$ cat src/rtl/fhf_pkg.sv
package fhf_pkg;

    localparam int CODE_W = 2;
    localparam int DT_W   = 6;
    localparam int WORD_W = CODE_W + DT_W;

    localparam logic [CODE_W-1:0] CODE_NOHIT = 2'b11;

    typedef struct packed {
        logic [CODE_W-1:0] code;
        logic [DT_W-1:0]   dt;
    } chan_word_t;

    function automatic logic [1:0] eff_count(input logic [1:0] cfg);
        return (cfg == 2'd0) ? 2'd1 : cfg;
    endfunction

endpackage

$ cat src/rtl/fhf_chan_enc.sv
module fhf_chan_enc
    import fhf_pkg::*;
#(
    parameter int NBX = 3
) (
    input  logic [NBX-1:0]      hits,
    input  logic [NBX*DT_W-1:0] drifts,
    input  logic [1:0]          nbx_eff,
    output chan_word_t          word
);

    always_comb begin
        word.code = CODE_NOHIT;
        word.dt   = '0;
        for (int b = NBX - 1; b >= 0; b--) begin
            if ((b < int'(nbx_eff)) && hits[b]) begin
                word.code = CODE_W'(b);
                word.dt   = drifts[b*DT_W +: DT_W];
            end
        end
    end

endmodule

$ cat src/rtl/fhf_serializer.sv
module fhf_serializer #(
    parameter int FRAME_W   = 288,
    parameter int OUT_W     = 8,
    parameter int HDR_BEATS = 4
) (
    input  logic               clk,
    input  logic               rst,
    input  logic               trig,
    input  logic [FRAME_W-1:0] frame_in,
    output logic               busy,
    output logic               first,
    output logic [OUT_W-1:0]   dout
);

    localparam int BEATS = FRAME_W / OUT_W;
    localparam int BW    = $clog2(BEATS);
    localparam logic [BW-1:0] LAST_BEAT = BW'(BEATS - 1);
    localparam logic [BW-1:0] HDR_END   = BW'(HDR_BEATS);

    logic [FRAME_W-1:0] sreg;
    logic [BW-1:0]      beat;

    always_ff @(posedge clk) begin
        if (rst) begin
            busy <= 1'b0;
            beat <= '0;
            sreg <= '0;
        end else if (!busy) begin
            if (trig) begin
                busy <= 1'b1;
                beat <= '0;
                sreg <= frame_in;
            end
        end else begin
            sreg <= sreg >> OUT_W;
            beat <= beat + 1'b1;
            if (beat == LAST_BEAT) begin
                busy <= 1'b0;
            end
        end
    end

    assign dout  = busy ? sreg[OUT_W-1:0] : '0;
    assign first = busy && (beat == '0);

    a_r6_frame_ends: assert property (@(posedge clk) disable iff (rst)
        busy && (beat == LAST_BEAT) |=> !busy);

    a_r6_start_needs_trig: assert property (@(posedge clk) disable iff (rst)
        $rose(busy) |-> $past(trig));

    a_r7_no_restart: assert property (@(posedge clk) disable iff (rst)
        busy && trig && (beat != LAST_BEAT) |=> busy && (beat == $past(beat) + 1'b1));

    a_r4_nohit_zero_dt: assert property (@(posedge clk) disable iff (rst)
        busy && (beat >= HDR_END) && (dout[OUT_W-1 -: 2] == 2'b11) |-> (dout[OUT_W-3:0] == '0));

    a_r8_idle_quiet: assert property (@(posedge clk) disable iff (rst)
        !busy |-> (dout == '0));

endmodule

$ cat src/rtl/fhf_formatter.sv
module fhf_formatter
    import fhf_pkg::*;
#(
    parameter int NCH   = 32,
    parameter int NBX   = 3,
    parameter int HDR_W = 32
) (
    input  logic                      clk,
    input  logic                      rst,
    input  logic                      trig_i,
    input  logic [1:0]                nbx_cfg_i,
    input  logic [HDR_W-1:0]          header_i,
    input  logic [NBX*NCH-1:0]        hit_i,
    input  logic [NBX*NCH*DT_W-1:0]   drift_i,
    output logic                      busy_o,
    output logic                      byte_valid_o,
    output logic                      frame_start_o,
    output logic [WORD_W-1:0]         byte_o
);

    localparam int FRAME_W   = HDR_W + NCH * WORD_W;
    localparam int HDR_BEATS = HDR_W / WORD_W;

    logic [1:0]         nbx_eff;
    logic [FRAME_W-1:0] frame;
    chan_word_t         words [NCH];

    assign nbx_eff = eff_count(nbx_cfg_i);
    assign frame[HDR_W-1:0] = header_i;

    for (genvar c = 0; c < NCH; c++) begin : g_chan
        logic [NBX-1:0]      ch_hits;
        logic [NBX*DT_W-1:0] ch_drift;
        for (genvar b = 0; b < NBX; b++) begin : g_bx
            assign ch_hits[b] = hit_i[b*NCH + c];
            assign ch_drift[b*DT_W +: DT_W] = drift_i[(b*NCH + c)*DT_W +: DT_W];
        end
        fhf_chan_enc #(.NBX(NBX)) u_enc (
            .hits    (ch_hits),
            .drifts  (ch_drift),
            .nbx_eff (nbx_eff),
            .word    (words[c])
        );
        assign frame[HDR_W + c*WORD_W +: WORD_W] = words[c];
    end

    fhf_serializer #(
        .FRAME_W   (FRAME_W),
        .OUT_W     (WORD_W),
        .HDR_BEATS (HDR_BEATS)
    ) u_ser (
        .clk      (clk),
        .rst      (rst),
        .trig     (trig_i),
        .frame_in (frame),
        .busy     (busy_o),
        .first    (frame_start_o),
        .dout     (byte_o)
    );

    assign byte_valid_o = busy_o;

endmodule

$ cat config.mk
export PLATFORM = sky130hd
export DESIGN_NAME = fhf_formatter
export DESIGN_NICKNAME = d
export VERILOG_FILES = /design/src/rtl/fhf_pkg.sv /design/src/rtl/fhf_chan_enc.sv /design/src/rtl/fhf_serializer.sv /design/src/rtl/fhf_formatter.sv
export SDC_FILE = /design/constraint.sdc
export NUM_CORES = 1
export LEC_CHECK = 0
export BUFFER_PORTS_ARGS = -buffer_cell sky130_fd_sc_hd__buf_2
export CAP_MARGIN = 0
export CORE_AREA = 2 2 283 285
export DETAILED_ROUTE_END_ITERATION = 16
export DIE_AREA = 0 0 285 287
export HOLD_SLACK_MARGIN = 0.1
export SYNTH_ARGS = -nofsm -noshare
export SYNTH_HDL_FRONTEND = slang
export SYNTH_SLANG_ARGS = --single-unit
$ cat constraint.sdc
create_clock -name clk -period 2.6 [get_ports clk]
set_input_delay 0.39 -clock clk [delete_from_list [all_inputs] [get_ports clk]]
set_output_delay 0.39 -clock clk [all_outputs]
set_load 0.05 [all_outputs]
Word level (Yosys, flattened, before mapping):

Index checks and enable logic that the tools add are counted.

* register bits: 295
* bits of input ports: 709

* add/sub/neg operators: 1
* $lt $le $gt $ge: 3
* equal/unequal tests: 1
* mux-type cells: 105
* reductions and logical operators: 101

Operators by type and width (number)
* $mux 280: 2
* $mux 8: 65
* $mux 7: 32
* $logic_and 1x1->1: 97
* $mux 6: 2
* $add 6x1->6 const B: 1
* $eq 6x6->1 const B: 1
* $logic_not 6->1: 1
* $lt 1x2->1 const A: 2
* $mux 1: 3
* $logic_not 2->1: 1
* $lt 2x2->1 const A: 1
* $mux 2: 1
* $reduce_bool 2->1: 1
* $reduce_or 2->1: 1

Logic depth before layout (Yosys ltp):

Gate-level depths: netlist of the first run.

* depth in word-level cells: 9
* gate-level depth with buffers: 7

Cells and area by module:

From an unflattened synthesis of the first run, not the netlist that was laid out.

* cell total of the unflattened synthesis: 2128
* area, all modules: 19067.0 um^2

Modules (own cells, without submodules)
* fhf_serializer: instances 1, cells each 1293, area an instance 14004.7 um^2, sequential area each 5905.7 um^2
* fhf_chan_enc: instances 32, cells each 26, area an instance 157.7 um^2, sequential area each 0.0 um^2
* fhf_formatter: instances 1, cells each 3, area an instance 17.5 um^2, sequential area each 0.0 um^2

Least setup slack after synthesis of the first run:

OpenSTA, ideal clock, no wires.

* path kind: register -> output
* start point: reg u_ser.busy
* end point: out byte_o[0]
* data arrival time: 1.917 ns
* data required time: 2.210 ns
* path slack: 0.293 ns
* stages on the path, launching flop included: 6
* path buffers: 4
* cells stage by stage: dfxtp_1 > buf_6 > buf_2 > buf_2 > buf_1 > and2_1

* word-level cells in the longest chain between the ends: 1

Ends and longest elaborated chain
* start, declared: RTL line fhf_serializer.sv:10 `output logic busy,`
* start signal, assigned: RTL line fhf_serializer.sv:25 `busy <= 1'b0;`
* start signal, assigned: RTL line fhf_serializer.sv:30 `busy <= 1'b1;`
* start signal, assigned: RTL line fhf_serializer.sv:38 `busy <= 1'b0;`
* $mux 8: RTL line fhf_serializer.sv:43 `assign dout = busy ? sreg[OUT_W-1:0] : '0;`
* end, declared: RTL line fhf_formatter.sv:18 `output logic [WORD_W-1:0] byte_o`

No other way between the ends.

Worst setup path after layout of the first run:

* start point: reg u_ser.busy
* end point: reg u_ser.sreg[236]

* word-level cells in the longest chain between the ends: 1

Ends and longest elaborated chain
* $mux 280 / $reduce_bool 2->1 (equally long branches)
* end signal, assigned: RTL line fhf_serializer.sv:32 `sreg <= frame_in;`
* end signal, assigned: RTL line fhf_serializer.sv:35 `sreg <= sreg >> OUT_W;`
* end, declared: RTL line fhf_serializer.sv:20 `logic [FRAME_W-1:0] sreg;`

Several ways; a longest one is shown, not always the timed one.
A chain may end at the register's enable or synchronous reset.

==> results.txt, run 1 <==
----------------------------------------------------
[Synth]
  Cell accounting for the most synthesized area ... sky130_fd_sc_hd__dfxtp_1
  Synth warn ... 0
  Async S/R FF share, synth ... 0%
  Cell variety after synth ... 36
  Mean post-synth cell area ... 8.682 um^2
  Number of instances in the synthesized netlist ... a little under 2,000
  Cells taking the most area after synthesis ... sky130_fd_sc_hd__dfxtp_1, sky130_fd_sc_hd__nor3b_1, sky130_fd_sc_hd__a221oi_1, sky130_fd_sc_hd__o32ai_1, sky130_fd_sc_hd__a21oi_1
  Number of nets in the synthesized netlist ... about 2,700
  Part of the Yosys area used for sequential elements ... between 30% and 40%
  Cell types with the highest counts after synthesis ... sky130_fd_sc_hd__a21oi_1, sky130_fd_sc_hd__dfxtp_1, sky130_fd_sc_hd__nor3b_1
  Number of synthesized flops with an enable pin ... 0
  Top_reg_cell synth ... sky130_fd_sc_hd__dfxtp_1
  Library cell with the highest instance count after synthesis ... sky130_fd_sc_hd__a21oi_1
  Synth Cell Area ... ~17,000 um^2
  Share of the synthesized area in the top cell type ... 34.60%
  Number of flip-flops and latches in the synthesized netlist ... 295

[Clock network]
  Clock sink count ... between 200 and 300
  Number of gates resized after cts ... 0
  Htree depth ... 2
  Root buf cell ... sky130_fd_sc_hd__clkbuf_16
  Total clock buffers created by CTS ... 36
  Register clock-pin slew on the reported worst setup and hold paths ... 0.06 ns
  Clock tree from TritonCTS ... built
  Clk Latency, worst-skew pair ... approximately 0.55 ns
  Number of buffers between clock root and the deepest sink ... 3

[Drt]
  Count of routing violations after the opening detailed-route iteration ... between 1,000 and 1,500
  Routed wire length ... approximately 71,000 um
  Total number of vias ... between 15,000 and 20,000
  Via-to-Cell Ratio ... between 5 and 6
  Wire length per cell after detailed routing ... ~20 um
  1st-pass router iterations ... 5
  Residual DRC count ... 0
  Antenna Nets Post-Route ... 0

[Status]
  Outcome ... complete, but fails checks
  Violations in the final reports ... slew limit

[GRT]
  Number of global-route vias before repair ... between 15,000 and 20,000
  Sum of overflow across all layers after global routing ... 0
  Pin count of the biggest net entering global routing ... 193
  Total Routing Usage GR ... between 15 and 20%
  Wire length of the first global-routing pass ... 104,600 um
  Number of antenna violations at the first check in global routing ... 13

[Floorplan]
  Core Region ... ~79,000 um^2
  Die span in y ... ~290 um
  Top-Level Pins ... 720
  Area of the die ... 81,800 um^2
  Die width ... around 290 um
  Starting Density ... between 20% and 30%
  Rows ... between 100 and 150

[Timing]
  Tightest Pin Transition ... between 1.5 and 2 ns
  Portion of the clock cycle consumed by the worst path in the final layout ... about 93%
  Crit path time final ... ~2.4 ns
  Skew final ... 0.01669 ns
  Final Hold Slack ... roughly 0.15 ns
  Total negative slack ... 0 ns
  Upper clock frequency limit ... roughly 0.41 GHz
  Final-report max-slew violation count ... 75
  Rel. slew slack ... -9.579%
  Final setup fails ... 0
  Setup repair after global routing missed its margin ... false
  Hold Vio Cnt, Final ... 0

[Final layout]
  Share of post-route cells with drive strength above 1 ... roughly a third
  Area added between synthesis and finish ... 31.41%
  Number of non-filler instances in the completed layout ... 3,579
  Final-layout fill cell count ... ~8,500
  Reg area ... 5909 um^2
  Total number of nets in the final design ... about 3,200
  Area of the multi-input gates ... 10,010 um^2
  Cell area after layout ... 22,430 um^2

[Power and ir drop]
  Fraction of power consumed by the clock network ... between 40% and 50%
  Internal ... 8.867 mW
  Power density normalized to cell area ... around 550 nW/um^2
  Logic pwr share ... roughly 18%
  Static Leakage ... around 8.4 nW
  Pwr Total ... ~12 mW
  Net Sw Frac ... 28.23%
  Net switching power ... around 3.5 mW
  Reg power frac ... between 40 and 50%
  Maximum ir drop on the vdd rail ... approximately 0.31 mV

[Min path]
  Min-delay worst type ... in -> reg
  Sink of the worst hold path ... u_ser.sreg[256]$_SDFFE_PP0P_
  Hold-critical path depth ... 3
  Hold Startpoint ... drift_i[168]

[Critical path]
  R2R cell count ... 4
  Critical path depth in cells ... 4
  Category of the worst setup path capture point ... flop
  Cell family with most CP delay ... compound AO/OA/AOI/OAI gates
  Data required time at the worst endpoint ... between 3 and 4 ns
  Crit path kind ... reg -> reg
  Flop2flop setup slack ... approximately 0.18 ns
  Critical path cell sequence ... nand2b_4 > or2_4 > buf_12 > o32ai_1
  Worst reg2reg path endpoint ... u_ser.sreg[236]$_SDFFE_PP0P_
  Arrival time of the worst setup path ... roughly 2.8 ns
  Critical path launch point type ... flop
  Worst flop-to-flop path startpoint ... u_ser.busy$_SDFF_PP0_
  Buf+Inv Stages, Crit Path ... 1
  Max Fanout on Critical Path ... 192
  Worst-path cell with the longest stage delay ... sky130_fd_sc_hd__o32ai_1
  Worst stage delay on the critical path ... ~0.64 ns

[Job]
  Max-capacitance violation count ... 0

[Place]
  Instance count after placement with tap cells included ... 3,502
  Sum of net half-perimeters after detailed placement ... between 50,000 and 60,000 um
  Routability congestion estimate ... 0.9823
  Post-Place Cell Area ... 21,190 um^2
  Number of port buffers ... between 700 and 800

----------------------------------------------------
## power by group through the flow
stage	Sequential, mW	Combinational, mW	Clock [mW]
final	5.01	2.21	5.14
after global routing	5.03	2.41	5.49
after CTS	5.00	2.20	5.33
after detailed placement	5.10	2.19	0
after global placement	5.10	2.18	0
after floorplan	5.00	1.30	0
## registers in the layout (all words and copies together) (netlist names)
register	cells
u_ser.beat	6
u_ser.busy	1
u_ser.sreg	288
## metal layers
metal	GRT usage (%)	wire, um	vias up
met4	6.034	2110	2
met1	20.46	30050	8528
met5	0	13	-
met3	2.659	4285	121
li1	-	-	8712
met2	27.32	34430	698
## logic make-up (layout without fill, tap and decap cells)
| kind of cell | after synthesis | after routing | synth area share [%] |
|---|---|---|---|
| multiplexers | 67 | 67 | 4.171 |
| buffers and inverters | 263 | 815 | 6.832 |
| flip-flops | 295 | 295 | 34.60 |
| AND/OR/NAND/NOR | 635 | 635 | 25.16 |
| adder cells (fa/ha/maj) | 2 | 2 | 0.1466 |
| other | 0 | 11 | 0 |
| AO/OA/AOI/OAI | 704 | 704 | 29.09 |
## timing repair
item	in CTS	in global routing
hold buffers	1	0
hold endpoints to repair	1	0
buffers inserted	0	0
## stage by stage
step	worst slack (ns)	util, %
after floorplan	0.2928	-
after global placement	0.6485	26.96
after detailed placement	0.5906	26.96
after CTS	0.1781	28.50
after global routing	0.1054	28.53
final	0.1827	28.53
## placed cells by master (no fill, tap or decap), drive strengths merged, types with 3 or more instances in the layout
cell,Yosys,layout
buf,43,747
a21oi,316,316
dfxtp,295,295
nor3b,249,249
nor2b,193,193
a221oi,192,192
o32ai,186,186
or3,63,63
clkbuf,218,54
and2,40,40
nor2,35,35
mux2i,34,34
mux2,33,33
and4b,32,32
diode,0,11
nand2,9,9
clkinv,0,9
o31ai,6,6
nor3,3,3
nand2b,3,3
## worst reg2reg max path, stage by stage, from the launching register on
cell and delay [ns]:
sky130_fd_sc_hd__dfxtp_4 0.43, sky130_fd_sc_hd__nand2b_4 0.18, sky130_fd_sc_hd__or2_4 0.23, sky130_fd_sc_hd__buf_12 0.20
sky130_fd_sc_hd__o32ai_1 1.24
## area by class of cell
class | instances | area share [%]
clock inverter | 11 | 0.6359
antenna | 11 | 0.1227
inverter | 2 | 0.03347
tap | 1050 | 5.857
sequential | 295 | 26.35
timing repair buffer | 748 | 17.67
clock buffer | 54 | 4.719
multi-input combinational | 1408 | 44.61
## worst max path at each step
stage | endpoint | slack [ns] | from
6_report | u_ser.sreg[236]$_SDFFE_PP0P_ | 0.18 | u_ser.busy$_SDFF_PP0_
5_1_grt | byte_o[2] | 0.11 | u_ser.busy$_SDFF_PP0_
2_1_floorplan | byte_o[0] | 0.29 | u_ser.busy$_SDFF_PP0_
3_5_place_dp | u_ser.sreg[45]$_SDFFE_PP0P_ | 0.59 | nbx_cfg_i[0]
4_1_cts | byte_o[2] | 0.18 | u_ser.busy$_SDFF_PP0_
3_3_place_gp | u_ser.sreg[43]$_SDFFE_PP0P_ | 0.65 | nbx_cfg_i[0]
Power figures use the tool's default switching activity.
==> run 2, diff against run 1 <==
- clock period: 2.6 -> 2.85 ns (I/O delays scaled with it)
==> results.txt, run 2 (synthesis results as in run 1) <==
----------------------------------------------------
[Clock network]
  Clock tree from TritonCTS ... built (unchanged)
  Clock sink count ... 295 (unchanged)
  Number of buffers between clock root and the deepest sink ... 3 (unchanged)
  Clk Latency, worst-skew pair ... 0.55 ns (about the same)
  Register clock-pin slew on the reported worst setup and hold paths ... 0.06 ns (about the same)
  CTS Hold Bufs ... 0 (was 1)
  Htree depth ... 2 (unchanged)
  Post-CTS setup buffer count ... 0 (unchanged)
  Total clock buffers created by CTS ... 38 (was 36)
  Root buf cell ... sky130_fd_sc_hd__clkbuf_16 (unchanged)
  Number of gates resized after cts ... 0 (unchanged)

[Drt]
  Residual DRC count ... 0 (unchanged)
  Via-to-Cell Ratio ... 5.051 (was 5.046)
  Total number of vias ... 18,040 (was 18,060)
  Routed wire length ... 70,460 um (was 70,890 um)
  Count of routing violations after the opening detailed-route iteration ... 1,203 (was 1,220)
  Wire length per cell after detailed routing ... 19.73 um (was 19.81 um)
  1st-pass router iterations ... 5 (unchanged)
  Antenna Nets Post-Route ... 0 (unchanged)

[Final layout]
  Number of non-filler instances in the completed layout ... 3,571 (was 3,579)
  Cell area after layout ... 22,410 um^2 (was 22,430 um^2)
  Leading cell type in the layout, fill and taps excluded ... sky130_fd_sc_hd__buf_2 (unchanged)
  Final core area utilization ... 28.50% (was 28.53%)
  Max FFs per register ... 288 (unchanged)
  Share of post-route cells with drive strength above 1 ... 33.28% (was 33.36%)
  Total number of nets in the final design ... 3,193 (was 3,202)
  Top reg by flops ... u_ser.sreg (unchanged)
  Leading registers by flop count ... u_ser.sreg (288), u_ser.beat (6), u_ser.busy (1) (unchanged)
  Area added between synthesis and finish ... 31.26% (was 31.41%)
  Commonest cells after routing, fill and taps aside ... sky130_fd_sc_hd__buf_2, sky130_fd_sc_hd__a21oi_1, sky130_fd_sc_hd__dfxtp_1 (unchanged)

[Timing]
  Upper clock frequency limit ... 0.4114 GHz
  Final-report max-slew violation count ... 0 (was 75)
  Final setup fails ... 0 (unchanged)
  Hold Vio Cnt, Final ... 0 (unchanged)
  Total negative slack ... 0 ns (unchanged)
  Setup repair after global routing missed its margin ... false (unchanged)
  Rel. slew slack ... 40.03% (was -9.579%)
  Portion of the clock cycle consumed by the worst path in the final layout ... approximately 85%
  Crit path time final ... 2.431 ns
  Skew final ... 0.01170 ns (was 0.01669 ns)
  Tightest Pin Transition ... 0.8995 ns (was 1.644 ns)
  Crit path setup slack, layout ... 0.4194 ns (was 0.1827 ns)
  Final Hold Slack ... 0.1808 ns (was 0.1482 ns)

[GRT]
  Sum of overflow across all layers after global routing ... 0 (unchanged)
  Number of global-route vias before repair ... 17,610 (was 17,520)
  Total Routing Usage GR ... 15.99% (was 16.10%)
  Wire length of the first global-routing pass ... 104,000 um (was 104,600 um)
  Pin count of the biggest net entering global routing ... 161 (was 193)
  Number of antenna violations at the first check in global routing ... 11 (was 13)

[Min path]
  Min-delay worst type ... in -> reg (unchanged)
  Hold Startpoint ... drift_i[190] (was drift_i[168])
  Hold-critical path depth ... 3 (unchanged)
  Sink of the worst hold path ... u_ser.sreg[284]$_SDFFE_PP0P_ (was u_ser.sreg[256]$_SDFFE_PP0P_)

[Power and ir drop]
  Net Sw Frac ... 28.23% (about the same)
  Maximum ir drop on the vdd rail ... 0.2947 mV (was 0.3117 mV)
  Power density normalized to cell area ... 506.8 nW/um^2 (was 550.8 nW/um^2)
  Pwr Total ... 11.35 mW (was 12.35 mW)
  Fraction of power consumed by the clock network ... 42.1% (was 41.6%)
  Static Leakage ... 8.407 nW (was 8.435 nW)
  Net switching power ... 3.206 mW (was 3.487 mW)
  Internal ... 8.148 mW (was 8.867 mW)
  Reg power frac ... 40.2% (was 40.5%)
  Logic pwr share ... 17.7% (was 17.9%)

[Critical path]
  Data required time at the worst endpoint ... 2.42 ns (was 3.01 ns)
  Buf+Inv Stages, Crit Path ... 2 (was 1)
  Flop2flop setup slack ... 0.85 ns (was 0.18 ns)
  Cell family with most CP delay ... buffers and inverters (was compound AO/OA/AOI/OAI gates)
  Category of the worst setup path capture point ... output port (was flop)
  R2R cell count ... 5 (was 4)
  Critical path cell sequence ... buf_4 > and2_1 > buf_2 (was nand2b_4 > or2_4 > buf_12 > o32ai_1)
  Crit path kind ... reg -> out (was reg -> reg)
  Worst flop-to-flop path startpoint ... u_ser.busy$_SDFF_PP0_ (unchanged)
  Worst-path cell with the longest stage delay ... sky130_fd_sc_hd__buf_4 (was sky130_fd_sc_hd__o32ai_1)
  Critical path launch point type ... flop (unchanged)
  Worst stage delay on the critical path ... 0.53 ns (was 0.64 ns)
  Arrival time of the worst setup path ... 2.00 ns (was 2.83 ns)
  Worst reg2reg path endpoint ... u_ser.sreg[180]$_SDFFE_PP0P_ (was u_ser.sreg[236]$_SDFFE_PP0P_)
  Max Fanout on Critical Path ... 41 (was 192)

[Place]
  Dpl ws ... 0.7210 ns (was 0.5906 ns)
  Instance count after placement with tap cells included ... 3,492 (was 3,502)
  Number of port buffers ... 719 (unchanged)
  Routability congestion estimate ... 1.007 (was 0.9823)
  Sum of net half-perimeters after detailed placement ... 51,170 um (was 51,900 um)
  Post-Place Cell Area ... 21,140 um^2 (was 21,190 um^2)

[Floorplan]
  Top-Level Pins ... 720 (unchanged)
  Rows ... 103 (unchanged)
  Core Region ... 78,610 um^2 (unchanged)
  Die span in y ... 287 um (unchanged)
  Die width ... 285 um (unchanged)
  Area of the die ... 81,800 um^2 (unchanged)
  Starting Density ... 21.71% (unchanged)

[Status]
  Outcome ... finished, final reports clean (was complete, but fails checks)

[Job]
  Max-capacitance violation count ... 0 (unchanged)

----------------------------------------------------
[run 2: area by class of cell]
type                       count  area, um^2
clock inverter                12       108.9
multi-input combinational   1408       10010
clock buffer                  55        1125
tap                         1050        1314
antenna                       12       30.03
sequential                   295        5909
timing repair buffer         737        3904
fill                        8469       56210
inverter                       2       7.507
[run 2: per-layer routing]
layer | routed length (um) | GRT usage (%) | part of all wire (%) | vias to the layer above
met2 | 33640 | 26.69 | 48 | 734
met1 | 29870 | 20.34 | 42 | 8477
met5 | 0 | 0 | 0 | -
met4 | 2363 | 6.427 | 3.4 | 0
li1 | - | - | - | 8698
met3 | 4586 | 2.937 | 6.5 | 127
[run 2: power by group through the flow]
stage / sequential (mW) / combinational (mW) / clock, mW
4_1_cts: 4.56 / 2.00 / 4.96
5_1_grt: 4.58 / 2.19 / 5.12
6_report: 4.56 / 2.01 / 4.78
3_3_place_gp: 4.65 / 1.99 / 0
3_5_place_dp: 4.65 / 1.99 / 0
2_1_floorplan: 4.56 / 1.19 / 0
[run 2: tightest hold or removal path, stage by stage]
cell and delay (ns):
sky130_fd_sc_hd__buf_2 0.07, sky130_fd_sc_hd__nor2b_1 0.03, sky130_fd_sc_hd__o31ai_1 0.17
[run 2: worst max-delay path by stage]
stage | slack, ns | end | start | cells past startpoint
after floorplan | 0.51 | byte_o[0] | u_ser.busy$_SDFF_PP0_ | 5
after global placement | 0.72 | u_ser.sreg[177]$_SDFFE_PP0P_ | rst | 4
after detailed placement | 0.72 | u_ser.sreg[168]$_SDFFE_PP0P_ | rst | 4
after CTS | 0.35 | byte_o[1] | u_ser.busy$_SDFF_PP0_ | 3
after global routing | 0.30 | byte_o[3] | u_ser.busy$_SDFF_PP0_ | 3
final | 0.42 | byte_o[3] | u_ser.busy$_SDFF_PP0_ | 3
==> run 3, diff against run 2 <==
- CORE_AREA: 2 2 283 285 -> 2 2 278 280
- DIE_AREA: 0 0 285 287 -> 0 0 280 282
- clock period: 2.85 -> 2.4 ns (I/O delays scaled with it)
==> results.txt, run 3 (synthesis results as in run 1) <==
----------------------------------------------------
[Drt]
  Antenna Nets Post-Route ... 0 (unchanged)
  Residual DRC count ... 0 (unchanged)
  Via-to-Cell Ratio ... 5.182 (was 5.051)
  Total number of vias ... 18,540 (was 18,040)
  Count of routing violations after the opening detailed-route iteration ... 1,337 (was 1,203)
  Wire length per cell after detailed routing ... 19.99 um (was 19.73 um)
  Routed wire length ... 71,520 um (was 70,460 um)
  1st-pass router iterations ... 5 (unchanged)

[Critical path]
  Max Fanout on Critical Path ... 82 (was 41)
  Data required time at the worst endpoint ... 2.04 ns (was 2.42 ns)
  Flop2flop setup slack ... 0.51 ns (was 0.85 ns)
  Capturing instance or port of the critical path ... byte_o[1] (was byte_o[3])
  Arrival time of the worst setup path ... 1.92 ns (was 2.00 ns)
  Crit path kind ... reg -> out (unchanged)
  Crit path from ... u_ser.busy$_SDFF_PP0_ (unchanged)
  R2R cell count ... 4 (was 5)
  Worst flop-to-flop path startpoint ... u_ser.busy$_SDFF_PP0_ (unchanged)
  Category of the worst setup path capture point ... output port (unchanged)
  Worst reg2reg path endpoint ... u_ser.sreg[200]$_SDFFE_PP0P_ (was u_ser.sreg[180]$_SDFFE_PP0P_)
  Critical path launch point type ... flop (unchanged)

[Place]
  Dpl ws ... 0.5369 ns (was 0.7210 ns)
  Routability congestion estimate ... 0.9292 (was 1.007)
  Instance count after placement with tap cells included ... 3,439 (was 3,492)
  Sum of net half-perimeters after detailed placement ... 52,460 um (was 51,170 um)
  Number of port buffers ... 719 (unchanged)

[Final layout]
  Number of non-filler instances in the completed layout ... 3,577 (was 3,571)
  Area added between synthesis and finish ... 35.48% (was 31.26%)
  Commonest cells after routing, fill and taps aside ... sky130_fd_sc_hd__buf_2, sky130_fd_sc_hd__a21oi_1, sky130_fd_sc_hd__dfxtp_1 (unchanged)
  Final core area utilization ... 30.55% (was 28.50%)
  Final-layout fill cell count ... 8,122 (was 8,469)
  Share of post-route cells with drive strength above 1 ... 32.61% (was 33.28%)
  Max FFs per register ... 288 (unchanged)
  Top reg by flops ... u_ser.sreg (unchanged)
  Total number of nets in the final design ... 3,279 (was 3,193)
  Reg area ... 5909 um^2 (unchanged)
  Area of the multi-input gates ... 10,010 um^2 (unchanged)
  Leading cell type in the layout, fill and taps excluded ... sky130_fd_sc_hd__buf_2 (unchanged)
  Leading registers by flop count ... u_ser.sreg (288), u_ser.beat (6), u_ser.busy (1) (unchanged)

[Timing]
  Skew final ... 0.01433 ns (was 0.01170 ns)
  Hold Vio Cnt, Final ... 0 (unchanged)
  Total negative slack ... 0 ns (unchanged)
  Crit path setup slack, layout ... 0.1235 ns (was 0.4194 ns)
  Setup repair after global routing missed its margin ... false (unchanged)
  Final Hold Slack ... 0.1402 ns (was 0.1808 ns)
  Tightest Pin Transition ... 0.7619 ns (was 0.8995 ns)
  Crit path time final ... 2.277 ns
  Rel. slew slack ... 49.21% (was 40.03%)
  Upper clock frequency limit ... around 0.44 GHz
  Final setup fails ... 0 (unchanged)
  Portion of the clock cycle consumed by the worst path in the final layout ... between 90% and 100%
  Final-report max-slew violation count ... 0 (unchanged)

[GRT]
  Total Routing Usage GR ... 16.83% (was 15.99%)
  Pin count of the biggest net entering global routing ... 162 (was 161)
  Sum of overflow across all layers after global routing ... 0 (unchanged)
  Number of antenna violations at the first check in global routing ... 11 (unchanged)
  Wire length of the first global-routing pass ... 104,800 um (was 104,000 um)
  Number of global-route vias before repair ... 17,800 (was 17,610)

[Floorplan]
  Rows ... 101 (was 103)
  Starting Density ... 22.55% (was 21.71%)
  Top-Level Pins ... 720 (unchanged)
  Area of the die ... 78,960 um^2 (was 81,800 um^2)
  Core Region ... 75,700 um^2 (was 78,610 um^2)
  Die width ... 280 um (was 285 um)
  Die span in y ... 282 um (was 287 um)

[Clock network]
  Clock sink count ... 295 (unchanged)
  Register clock-pin slew on the reported worst setup and hold paths ... 0.06 ns (about the same)
  Root buf cell ... sky130_fd_sc_hd__clkbuf_16 (unchanged)
  Total clock buffers created by CTS ... 37 (was 38)
  Post-CTS setup buffer count ... 0 (unchanged)
  Htree depth ... 2 (unchanged)
  Clock tree from TritonCTS ... built (unchanged)
  Clk Latency, worst-skew pair ... 0.55 ns (about the same)
  Number of buffers between clock root and the deepest sink ... 3 (unchanged)

[Power and ir drop]
  Maximum ir drop on the vdd rail ... 0.3666 mV (was 0.2947 mV)
  Static Leakage ... 8.769 nW (was 8.407 nW)
  Power density normalized to cell area ... 585.6 nW/um^2 (was 506.8 nW/um^2)

[Job]
  Max-capacitance violation count ... 0 (unchanged)

[Status]
  Outcome ... finished, final reports clean (unchanged)

[Min path]
  Hold-critical path depth ... 3 (unchanged)
  Min-delay worst type ... in -> reg (unchanged)

----------------------------------------------------
## run 3: worst max-delay path: stages (launching register included)
cell                      delay, ns
sky130_fd_sc_hd__dfxtp_4       0.53
sky130_fd_sc_hd__buf_16        0.34
sky130_fd_sc_hd__and2_1        0.21
sky130_fd_sc_hd__buf_2         0.26
## run 3: area by class of cell
class / count / area share, %
flip-flops and latches: 295 / 25.55
clock inverters: 10 / 0.6655
repair buffers: 824 / 20.58
well taps: 978 / 5.292
multi-input cells: 1408 / 43.27
clock buffers: 52 / 4.512
inverters: 2 / 0.03246
diodes: 8 / 0.08657
## run 3: worst min-delay path by stage
stage	startpoint	endpoint	slack, ns
3_3_place_gp	u_ser.sreg[280]$_SDFFE_PP0P_	u_ser.sreg[280]$_SDFFE_PP0P_	0.44
3_5_place_dp	u_ser.sreg[285]$_SDFFE_PP0P_	u_ser.sreg[285]$_SDFFE_PP0P_	0.45
5_1_grt	drift_i[59]	u_ser.sreg[109]$_SDFFE_PP0P_	0.11
6_report	drift_i[38]	u_ser.sreg[82]$_SDFFE_PP0P_	0.14
4_1_cts	drift_i[45]	u_ser.sreg[91]$_SDFFE_PP0P_	0.10
2_1_floorplan	u_ser.sreg[280]$_SDFFE_PP0P_	u_ser.sreg[280]$_SDFFE_PP0P_	0.43
## run 3: repair_timing
item | CTS | global route
endpoints found under the hold margin | 68 | 0
gates resized for setup | 0 | 1
hold buffers | 68 | 0
endpoints found under the setup margin | 0 | 2
## run 3: power by group
part           leakage [nW]  internal (mW)  switching (mW)
logic                  5.77           1.20            1.31
registers              2.42           5.21           0.211
clock network         0.581           3.36            2.25
total                  8.77           9.77            3.77
## run 3: per-stage QoR
step / instance area, um^2 / total power, mW
final: 23120 / 13.54
after global routing: 23120 / 14.18
after CTS: 23100 / 13.71
after detailed placement: 21220 / 7.922
after global placement: 21220 / 7.914
after floorplan: 17070 / 6.820
## run 3: layer usage
layer  GRT usage, %  vias up  share of wire [%]  routed length (um)
met2          28.28      739                 48               34500
met5         0.5495        -               0.14                  98
li1               -     8849                  -                   -
met4          6.170        8                2.9                2072
met1          21.50     8831                 42               30090
met3          2.925      110                6.7                4766
